**config.mk**
```make
export PLATFORM = sky130hd
export DESIGN_NAME = i2c_bit_engine
export DESIGN_NICKNAME = d
export VERILOG_FILES = /design/src/rtl/i2c_eng_pkg.sv /design/src/rtl/i2c_tick_gen.sv /design/src/rtl/i2c_eng_seq.sv /design/src/rtl/i2c_bit_engine.sv
export SDC_FILE = /design/constraint.sdc
export NUM_CORES = 1
export LEC_CHECK = 0
export ABC_AREA = 1
export BUFFER_PORTS_ARGS = -buffer_cell sky130_fd_sc_hd__buf_2
export CORE_ASPECT_RATIO = 0.8
export CORE_UTILIZATION = 52
export DETAILED_ROUTE_END_ITERATION = 10
export HOLD_SLACK_MARGIN = 0.15
export MAX_ROUTING_LAYER = met4
export PLACE_DENSITY = 0.73
export SYNTH_ARGS = -nofsm -noshare
export SYNTH_HDL_FRONTEND = slang
export SYNTH_SLANG_ARGS = --single-unit
```
**constraint.sdc**
```tcl
create_clock -name clk_i -period 1.65 [get_ports clk_i]
set_clock_uncertainty 0.2 [all_clocks]
set_input_delay 0.33 -clock clk_i [delete_from_list [all_inputs] [get_ports clk_i]]
set_output_delay 0.33 -clock clk_i [all_outputs]
set_load 0.01 [all_outputs]
```
**src/rtl/i2c_eng_pkg.sv**
```systemverilog
package i2c_eng_pkg;
  localparam int BYTE_W     = 8;
  localparam int RCV_PULSES = 9;
  localparam int BIT_CNT_W  = 4;
  localparam int STEP_W     = 3;

  typedef enum logic [2:0] {
    CMD_NOP     = 3'd0,
    CMD_START   = 3'd1,
    CMD_STOP    = 3'd2,
    CMD_WRITE   = 3'd3,
    CMD_READ    = 3'd4,
    CMD_RECOVER = 3'd5
  } cmd_e;

  typedef enum logic [2:0] {
    S_IDLE, S_START, S_STOP, S_WBIT, S_WACK, S_RBIT, S_RACK, S_RCV
  } state_e;

  function automatic logic cmd_legal(logic [2:0] c);
    return (c >= 3'd1) && (c <= 3'd5);
  endfunction
endpackage

```
**src/rtl/i2c_tick_gen.sv**
```systemverilog
module i2c_tick_gen #(
  parameter int TICK_DIV = 63
) (
  input  logic clk_i,
  input  logic rst_ni,
  input  logic run_i,
  input  logic restart_i,
  output logic tick_o
);
  localparam int CW = (TICK_DIV > 1) ? $clog2(TICK_DIV) : 1;
  localparam logic [CW-1:0] LOAD = CW'(TICK_DIV - 1);

  logic [CW-1:0] cnt_q;

  assign tick_o = run_i && !restart_i && (cnt_q == '0);

  always_ff @(posedge clk_i or negedge rst_ni) begin
    if (!rst_ni)                   cnt_q <= LOAD;
    else if (restart_i || tick_o)  cnt_q <= LOAD;
    else if (run_i)                cnt_q <= cnt_q - 1'b1;
  end

  AST_CNT_RANGE: assert property (@(posedge clk_i) disable iff (!rst_ni)
    cnt_q <= LOAD);

  if (TICK_DIV > 1) begin : g_gap
    AST_TICK_GAP: assert property (@(posedge clk_i) disable iff (!rst_ni)
      tick_o |=> !tick_o);
  end
endmodule

```
**src/rtl/i2c_eng_seq.sv**
```systemverilog
module i2c_eng_seq
  import i2c_eng_pkg::*;
(
  input  logic              clk_i,
  input  logic              rst_ni,
  input  logic              cmd_valid_i,
  input  logic [2:0]        cmd_i,
  input  logic [BYTE_W-1:0] wdata_i,
  input  logic              ack_i,
  input  logic              sda_i,
  input  logic              tick_i,
  output logic              accept_o,
  output logic              busy_o,
  output logic              done_o,
  output logic              scl_o,
  output logic              sda_o,
  output logic [BYTE_W-1:0] rdata_o,
  output logic              ack_o
);
  localparam logic [BIT_CNT_W-1:0] LAST_BIT   = BIT_CNT_W'(BYTE_W - 1);
  localparam logic [BIT_CNT_W-1:0] LAST_PULSE = BIT_CNT_W'(RCV_PULSES - 1);

  state_e                state_q;
  logic [STEP_W-1:0]     step_q;
  logic [BIT_CNT_W-1:0]  bit_q;
  logic [BYTE_W-1:0]     sh_q;
  logic                  scl_q, sda_q, ack_lvl_q, ack_q, done_q;

  assign accept_o = (state_q == S_IDLE) && cmd_valid_i && cmd_legal(cmd_i);
  assign busy_o   = (state_q != S_IDLE);
  assign done_o   = done_q;
  assign scl_o    = scl_q;
  assign sda_o    = sda_q;
  assign rdata_o  = sh_q;
  assign ack_o    = ack_q;

  // each tick ends the current step and applies the action of the next one
  always_ff @(posedge clk_i or negedge rst_ni) begin
    if (!rst_ni) begin
      state_q   <= S_IDLE;
      step_q    <= '0;
      bit_q     <= '0;
      sh_q      <= '0;
      scl_q     <= 1'b1;
      sda_q     <= 1'b1;
      ack_lvl_q <= 1'b1;
      ack_q     <= 1'b0;
      done_q    <= 1'b0;
    end else begin
      done_q <= 1'b0;
      if (accept_o) begin
        step_q <= '0;
        bit_q  <= '0;
        case (cmd_i)
          CMD_START:   state_q <= S_START;
          CMD_STOP:    begin state_q <= S_STOP; scl_q <= 1'b0; end
          CMD_WRITE:   begin state_q <= S_WBIT; sh_q <= wdata_i; scl_q <= 1'b0; end
          CMD_READ:    begin state_q <= S_RBIT; scl_q <= 1'b0; sda_q <= 1'b1; ack_lvl_q <= ack_i; end
          CMD_RECOVER: begin state_q <= S_RCV;  scl_q <= 1'b0; sda_q <= 1'b1; end
          default: ;
        endcase
      end else if (tick_i) begin
        step_q <= step_q + 1'b1;
        case (state_q)
          S_START: case (step_q)
            3'd0:    sda_q <= 1'b1;
            3'd1:    scl_q <= 1'b1;
            3'd2:    sda_q <= 1'b0;
            default: begin state_q <= S_IDLE; done_q <= 1'b1; end
          endcase
          S_STOP: case (step_q)
            3'd0:    sda_q <= 1'b0;
            3'd1:    scl_q <= 1'b1;
            3'd2:    sda_q <= 1'b1;
            default: begin state_q <= S_IDLE; done_q <= 1'b1; end
          endcase
          S_WBIT: case (step_q)
            3'd0:    sda_q <= sh_q[BYTE_W-1];
            3'd1:    scl_q <= 1'b1;
            3'd2:    ;
            default: begin
              step_q <= '0;
              scl_q  <= 1'b0;
              sh_q   <= {sh_q[BYTE_W-2:0], 1'b0};
              if (bit_q == LAST_BIT) state_q <= S_WACK;
              else                   bit_q   <= bit_q + 1'b1;
            end
          endcase
          S_WACK: case (step_q)
            3'd0:    sda_q <= 1'b1;
            3'd1:    scl_q <= 1'b1;
            3'd2:    ;
            3'd3:    begin ack_q <= sda_i; scl_q <= 1'b0; end
            default: begin state_q <= S_IDLE; done_q <= 1'b1; end
          endcase
          S_RBIT: case (step_q)
            3'd0:    scl_q <= 1'b1;
            3'd1:    sh_q  <= {sh_q[BYTE_W-2:0], sda_i};
            default: begin
              step_q <= '0;
              scl_q  <= 1'b0;
              if (bit_q == LAST_BIT) state_q <= S_RACK;
              else                   bit_q   <= bit_q + 1'b1;
            end
          endcase
          S_RACK: case (step_q)
            3'd0:    sda_q <= ack_lvl_q;
            3'd1:    scl_q <= 1'b1;
            3'd2:    ;
            3'd3:    scl_q <= 1'b0;
            default: begin state_q <= S_IDLE; done_q <= 1'b1; end
          endcase
          S_RCV: case (step_q)
            3'd0:    ;
            3'd1:    scl_q <= 1'b1;
            3'd2:    ;
            default: begin
              step_q <= '0;
              scl_q  <= 1'b0;
              if (bit_q == LAST_PULSE) state_q <= S_STOP;
              else                     bit_q   <= bit_q + 1'b1;
            end
          endcase
          default: state_q <= S_IDLE;
        endcase
      end
    end
  end

  AST_SDA_HELD_SCL_HIGH: assert property (@(posedge clk_i) disable iff (!rst_ni)
    ((state_q inside {S_WBIT, S_WACK, S_RBIT, S_RACK}) && $past(scl_q) && scl_q)
      |-> $stable(sda_q));
  AST_WACK_RELEASED: assert property (@(posedge clk_i) disable iff (!rst_ni)
    (state_q == S_WACK && step_q != '0) |-> sda_q);
  AST_READ_RELEASED: assert property (@(posedge clk_i) disable iff (!rst_ni)
    (state_q == S_RBIT) |-> sda_q);
  AST_RCV_RELEASED: assert property (@(posedge clk_i) disable iff (!rst_ni)
    (state_q == S_RCV) |-> sda_q);
  AST_DONE_PULSE: assert property (@(posedge clk_i) disable iff (!rst_ni)
    done_q |=> !done_q);
  AST_HOLD_NO_TICK: assert property (@(posedge clk_i) disable iff (!rst_ni)
    (busy_o && !tick_i) |=> ($stable(state_q) && $stable(scl_q) && $stable(sda_q)));
  AST_STOP_RELEASED: assert property (@(posedge clk_i) disable iff (!rst_ni)
    (done_q && $past(state_q) == S_STOP) |-> (scl_q && sda_q));
endmodule

```
**src/rtl/i2c_bit_engine.sv**
```systemverilog
module i2c_bit_engine
  import i2c_eng_pkg::*;
#(
  parameter int TICK_DIV = 63
) (
  input  logic              clk_i,
  input  logic              rst_ni,
  input  logic              cmd_valid_i,
  input  logic [2:0]        cmd_i,
  input  logic [BYTE_W-1:0] wdata_i,
  input  logic              ack_i,
  input  logic              sda_i,
  output logic              busy_o,
  output logic              done_o,
  output logic [BYTE_W-1:0] rdata_o,
  output logic              ack_o,
  output logic              scl_oe_o,
  output logic              sda_oe_o
);
  logic tick, accept, scl_lvl, sda_lvl;

  i2c_tick_gen #(.TICK_DIV(TICK_DIV)) u_tick (
    .clk_i     (clk_i),
    .rst_ni    (rst_ni),
    .run_i     (busy_o),
    .restart_i (accept),
    .tick_o    (tick)
  );

  i2c_eng_seq u_seq (
    .clk_i       (clk_i),
    .rst_ni      (rst_ni),
    .cmd_valid_i (cmd_valid_i),
    .cmd_i       (cmd_i),
    .wdata_i     (wdata_i),
    .ack_i       (ack_i),
    .sda_i       (sda_i),
    .tick_i      (tick),
    .accept_o    (accept),
    .busy_o      (busy_o),
    .done_o      (done_o),
    .scl_o       (scl_lvl),
    .sda_o       (sda_lvl),
    .rdata_o     (rdata_o),
    .ack_o       (ack_o)
  );

  // open drain: enable only pulls low
  assign scl_oe_o = !scl_lvl;
  assign sda_oe_o = !sda_lvl;

  AST_IDLE_NO_DONE: assert property (@(posedge clk_i) disable iff (!rst_ni)
    (!busy_o && !$past(busy_o)) |-> !done_o);
endmodule

```
**Yosys cells after proc, flatten, opt, wreduce, memory -nomap -nowiden**

Cells that the tools add are included.

- Reduce and logical (&&, ||, !) cells: 35
- $add $sub $neg: 3
- Magnitude comparators: 2
- Bitwise logic cells: 1
- Equal/unequal tests: 40
- Muxes and demuxes: 55

Operators by type and width:

| kind | number |
|---|---|
| $mux W3 | 14 |
| $mux W8 | 5 |
| $ne A3 B2 Y1 const B | 10 |
| $pmux W3 S5 | 2 |
| $mux W4 | 7 |
| $eq A3 B2 Y1 const B | 6 |
| $eq A3 B3 Y1 const B | 6 |
| $pmux W8 S2 | 1 |
| $ne A3 B3 Y1 const B | 5 |
| $mux W1 | 14 |
| $mux W6 | 2 |
| $pmux W1 S2 | 6 |
| $pmux W4 S3 | 1 |
| $reduce_or A2 Y1 | 6 |
| $reduce_and A10 Y1 | 1 |
| $eq A3 B1 Y1 const B | 3 |
| $ne A4 B2 Y1 const B | 2 |
| $reduce_and A8 Y1 | 1 |
| $reduce_or A4 Y1 | 2 |
| $reduce_and A7 Y1 | 1 |
| $logic_not A3 Y1 | 2 |
| $logic_not A6 Y1 | 1 |
| $ne A6 B1 Y1 const B | 1 |
| $pmux W3 S2 | 1 |
| other kinds (27) | 36 |

- Bits of input ports: 16
- Flip-flop bits (word level): 29
- Word-level logic and storage cells: 146
- Output and inout port bits: 13

**Longest topological paths before layout**

- Word-level depth: 8
- Mapped depth: 11
- Gate-level depth less buffers: 11

**Modules after synthesis**

From an unflattened synthesis, not the netlist that was laid out.

- Cells, all modules: 281
- Area, all modules: 2020.7 um^2

Modules (own cells, without submodules):

| module | times used | area each (um^2) | cells an instance |
|---|---|---|---|
| i2c_eng_seq | 1 | 1665.3 | 237 |
| i2c_tick_gen | 1 | 347.8 | 42 |
| i2c_bit_engine | 1 | 7.5 | 2 |

**Worst setup path after synthesis**

OpenSTA, ideal clock, no wires.

- Path type: register -> register
- From: reg u_seq.step_q[1]
- To: reg u_seq.sh_q[0] (netlist: u_seq.rdata_o[0])
- Path slack: -0.045 ns
- Data required time: 1.332 ns
- Cell stages (with the launch flop): 10
- Clock period less this slack: 1.695 ns
- Data arrival time: 1.377 ns
- Cell sequence: dfrtp_1 inv_1 ha_1 inv_1 nor2_1 inv_1 nand2_1 nand4_4 nand2_1 nand2_1

- Cells in the longest elaborated chain, start to end: 4

Ends and longest elaborated chain:

| item | RTL line | text |
|---|---|---|
| from (decl) | i2c_eng_seq.sv:24 | `logic [STEP_W-1:0] step_q;` |
| from (signal assigned) | i2c_eng_seq.sv:63 | `step_q <= step_q + 1'b1;` |
| $eq A3 B1 Y1, or another cell as far along | i2c_eng_seq.sv:77, i2c_eng_seq.sv:96 |  |
| $reduce_or A3 Y1 (no source line) | -- |  |
| $ne A3 B3 Y1 (no source line) | -- |  |
| $reduce_and A5 Y1 (no source line) (*) | -- |  |
| to (signal assigned) | i2c_eng_seq.sv:84 | `sh_q <= {sh_q[BYTE_W-2:0], 1'b0};` |
| to (signal assigned) | i2c_eng_seq.sv:98 | `3'd1: sh_q <= {sh_q[BYTE_W-2:0], sda_i};` |
| to (decl) | i2c_eng_seq.sv:26 | `logic [BYTE_W-1:0] sh_q;` |

Every way passes the cells marked *; elsewhere a longest branch is shown, timed or not.
A chain may end at the register's enable or synchronous reset.

**Final worst setup path**

- From: reg u_seq.step_q[0]
- To: reg u_seq.state_q[2]

- Cells in the longest elaborated chain, start to end: 4

Ends and longest elaborated chain:

| item | RTL line | text |
|---|---|---|
| $eq A3 B2 Y1, or another cell as far along | i2c_eng_seq.sv:89, i2c_eng_seq.sv:106 |  |
| $reduce_or A4 Y1 (no source line), or another cell as far along | -- |  |
| $ne A3 B2 Y1 (no source line) / $ne A3 B3 Y1 (equally long branches) | -- |  |
| $reduce_and A10 Y1 (no source line) (*) | -- |  |
| to (signal assigned) | i2c_eng_seq.sv:85 | `if (bit_q == LAST_BIT) state_q <= S_WACK;` |
| to (signal assigned) | i2c_eng_seq.sv:94 | `default: begin state_q <= S_IDLE; done_q <= 1'b1; end` |
| to (signal assigned) | i2c_eng_seq.sv:111 | `default: begin state_q <= S_IDLE; done_q <= 1'b1; end` |
| to (decl) | i2c_eng_seq.sv:23 | `state_e state_q;` |

Marks and branches as above.

==> flow_metrics.env <==
export IMPL_status="complete, but fails checks"
export IMPL_violations="setup timing"
export IMPL_antenna_found_initial=0
export IMPL_pin_count=29
export IMPL_cts_htree_levels=2
export IMPL_post_route_min_period_ps=1810
export IMPL_synth_top_cell_area_share_pct=25.3
export IMPL_top_usage_layer="met2"
export IMPL_hold_viol=0
export IMPL_grt_usage_pct=30.9
export IMPL_finalCritPeriodShare_pct=110
export IMPL_io_buffers=28
export IMPL_grtUsageMet3_pct=5.14
export IMPL_cp_arrival_ps=1830
export IMPL_hp_start="wdata_i[4]"
export IMPL_required_ps=1670
export IMPL_die_h_um=58.5
export IMPL_fin_util_pct=86.9
export IMPL_hp_class="primary input to register"
export IMPL_use_met1_pct=42.5
export IMPL_cts_root_buf="clkbuf_8"
export IMPL_grt_max_degree=18
export IMPL_worstReg2RegStart="u_seq.step_q[0]"
export IMPL_p_total_uw=4530
export IMPL_post_route_cell_area_um2=3300
export IMPL_rsz0062_at_grt="true"
export IMPL_synth_area_top_cells="dfrtp_1, nand2_1, dfstp_2"
export IMPL_drc=0
export IMPL_critPathLaunchType="register"
export IMPL_setup_ws_ps=-158
export IMPL_dieArea_um2=4250
export IMPL_area_growth_pct=59.3
export IMPL_finalWirelength_mm=6.97
export IMPL_numCtsBuffers=5
export IMPL_leakagePower_uw=0.00165
export IMPL_relSlewSlack_pct=77.0
export IMPL_dpl_hpwl_mm=4.08
export IMPL_crit_start="u_seq.step_q[0]"
export IMPL_antenna_cells=0
export IMPL_clk_latency_ps=280
export IMPL_cp_max_fo=3
export IMPL_r2r_cells=10
export IMPL_num_rows=20
export IMPL_cts_reportedPaths_clkPinSlew_ps=60
export IMPL_grt_util_met2_pct=47.5
export IMPL_finalNetCount=408
export IMPL_synth_cell_types=30
export IMPL_routedWlPerCell_um=15.9
export IMPL_yosysTopAreaCell="dfrtp_1"
export IMPL_whs_ps=219
export IMPL_grt_overflow=0
export IMPL_cts_sinks=29
export IMPL_yosysWarnings=0
export IMPL_syn_inst=290
export IMPL_setup_worst_path_class="register to register"
export IMPL_end_kind="register"
export IMPL_first_pass_iters=6
export IMPL_die_w_um=72.6
export IMPL_cts_tree="done"
export IMPL_drive_above_1_share_pct=50.8
export IMPL_hold_depth=5
export IMPL_grt_pass1_vias=1986
export IMPL_vias_per_cell=5.53
export IMPL_final_fill_count=219
export IMPL_placed_area_um2=2570
export IMPL_start_util_pct=54.5
export IMPL_max_cap_viol_count=0
export IMPL_synthesis_area_um2=2070
export IMPL_max_freq_ghz=0.553
export IMPL_clockBufferDepth=2
export IMPL_synth_seq_cells=29
export IMPL_synth_seq_area_share_pct=35.5
export IMPL_p_per_area_nw_per_um2=1370
export IMPL_gp_congestion=0.949
export IMPL_syn_nets=315
export IMPL_ir_worst_vdd_mv=1.04
export IMPL_first_iter_violations=180
export IMPL_worstReg2RegEnd="u_seq.state_q[2]"
export IMPL_finalSetupViolCount=22
export IMPL_r2r_slack_ps=-160
export IMPL_ant_nets=0
export IMPL_holdPathEnd="u_seq.rdata_o[4]"
export IMPL_core_um2=3800
export IMPL_worst_pin_slew_ps=345
export IMPL_grt_pass1_wl_mm=9.49
export IMPL_vias=2427
export IMPL_synth_area_per_cell_um2=7.15
export IMPL_final_max_slew_viol_count=0
export IMPL_mostFrequentLayoutCell="nand2_1"
export IMPL_layout_common_cells="nand2_1, buf_4, buf_2, nand3_1, dfrtp_1"
==> how the worst max path moves through the flow <==
stage	endpoint	slack (ps)	cells past startpoint
after floorplan	u_seq.state_q[0]	5	8
final	u_seq.state_q[2]	-160	10
after CTS	u_seq.sda_o	-80	12
after global routing	u_seq.state_q[1]	-200	9
after detailed placement	u_seq.bit_q[1]	-160	10
after global placement	u_seq.bit_q[1]	-60	10
==> per-stage QoR <==
stage	worst slack (ps)	instances	TNS, ps
after global placement	-62.1	410	-597
after CTS	-84.6	430	-1030
after detailed placement	-158	410	-1590
after floorplan	4.88	290	0
final	-158	439	-1780
after global routing	-204	439	-3730
==> cell usage after synthesis, drive strengths merged <==
cell / n
nand3: 38
o22ai: 1
nand3b: 1
ha: 9
xnor2: 1
mux2i: 1
nand4: 11
dfrtp: 21
o21ai: 14
a31oi: 1
a21boi: 1
xor2: 4
nor3: 2
dfstp: 8
nor2: 31
clkinv: 1
inv: 32
nand2: 101
a21oi: 7
o211ai: 1
or2: 1
buf: 3
==> area by class of cell <==
type	count	area, um^2	area share (%)
Clock inverter	1	5.00	0.151
Multi-Input combinational cell	225	1560	47.3
Inverter	33	138	4.17
Tap cell	55	68.8	2.08
Sequential cell	29	736	22.3
Clock buffer	7	96.3	2.92
Timing Repair Buffer	89	697	21.1
==> worst max-delay path, stage by stage, from the launching register on <==
cell and delay, ps:
dfrtp_1 410, inv_2 90, ha_4 180, buf_4 130, o21ai_2 180, nand2_2 90, nand2_1 60, nand3_1 80
nor2_2 120, nand3_1 110, nand2_1 80
==> registers in the layout (all words and copies together) (netlist names) <==
register         count
u_seq.rdata_o        8
u_tick.cnt_q         6
u_seq.bit_q          4
u_seq.state_q        3
u_seq.step_q         3
u_seq.ack_lvl_q      1
u_seq.ack_o          1
u_seq.done_o         1
u_seq.scl_o          1
u_seq.sda_o          1
==> per-layer routing <==
metal / vias to the layer above / share of wire, %
met5: - / 0
met4: 0 / 2.4
met3: 25 / 7.7
met2: 131 / 48
met1: 1139 / 42
li1: 1132 / -
==> timing repair <==
| action | 4_1_cts | 5_1_grt |
|---|---|---|
| pin swaps | 17 | 35 |
| endpoints found under the setup margin | 25 | 30 |
| gates cloned | 0 | 0 |
| setup buffers | 10 | 10 |
| endpoints found under the hold margin | 27 | 0 |
| gates resized for setup | 46 | 82 |
| hold buffers | 3 | 0 |
==> power breakdown <==
group / internal (uW) / total, uW / switching, uW
Combinational: 1210 / 2800 / 1590
Sequential: 929 / 1070 / 139
Clock: 376 / 653 / 277
==> logic make-up (layout without fill, tap and decap cells) <==
family	Yosys count	count (layout)	share of synthesized area, %
compound gates	25	25	6.94
xor+xnor	5	5	2.11
fa+ha+maj	9	9	5.43
buf+inv	36	130	7.42
flops	29	29	35.5
mux	1	1	0.483
simple gates	185	185	42.2
(Power assumes the default switching activity.)
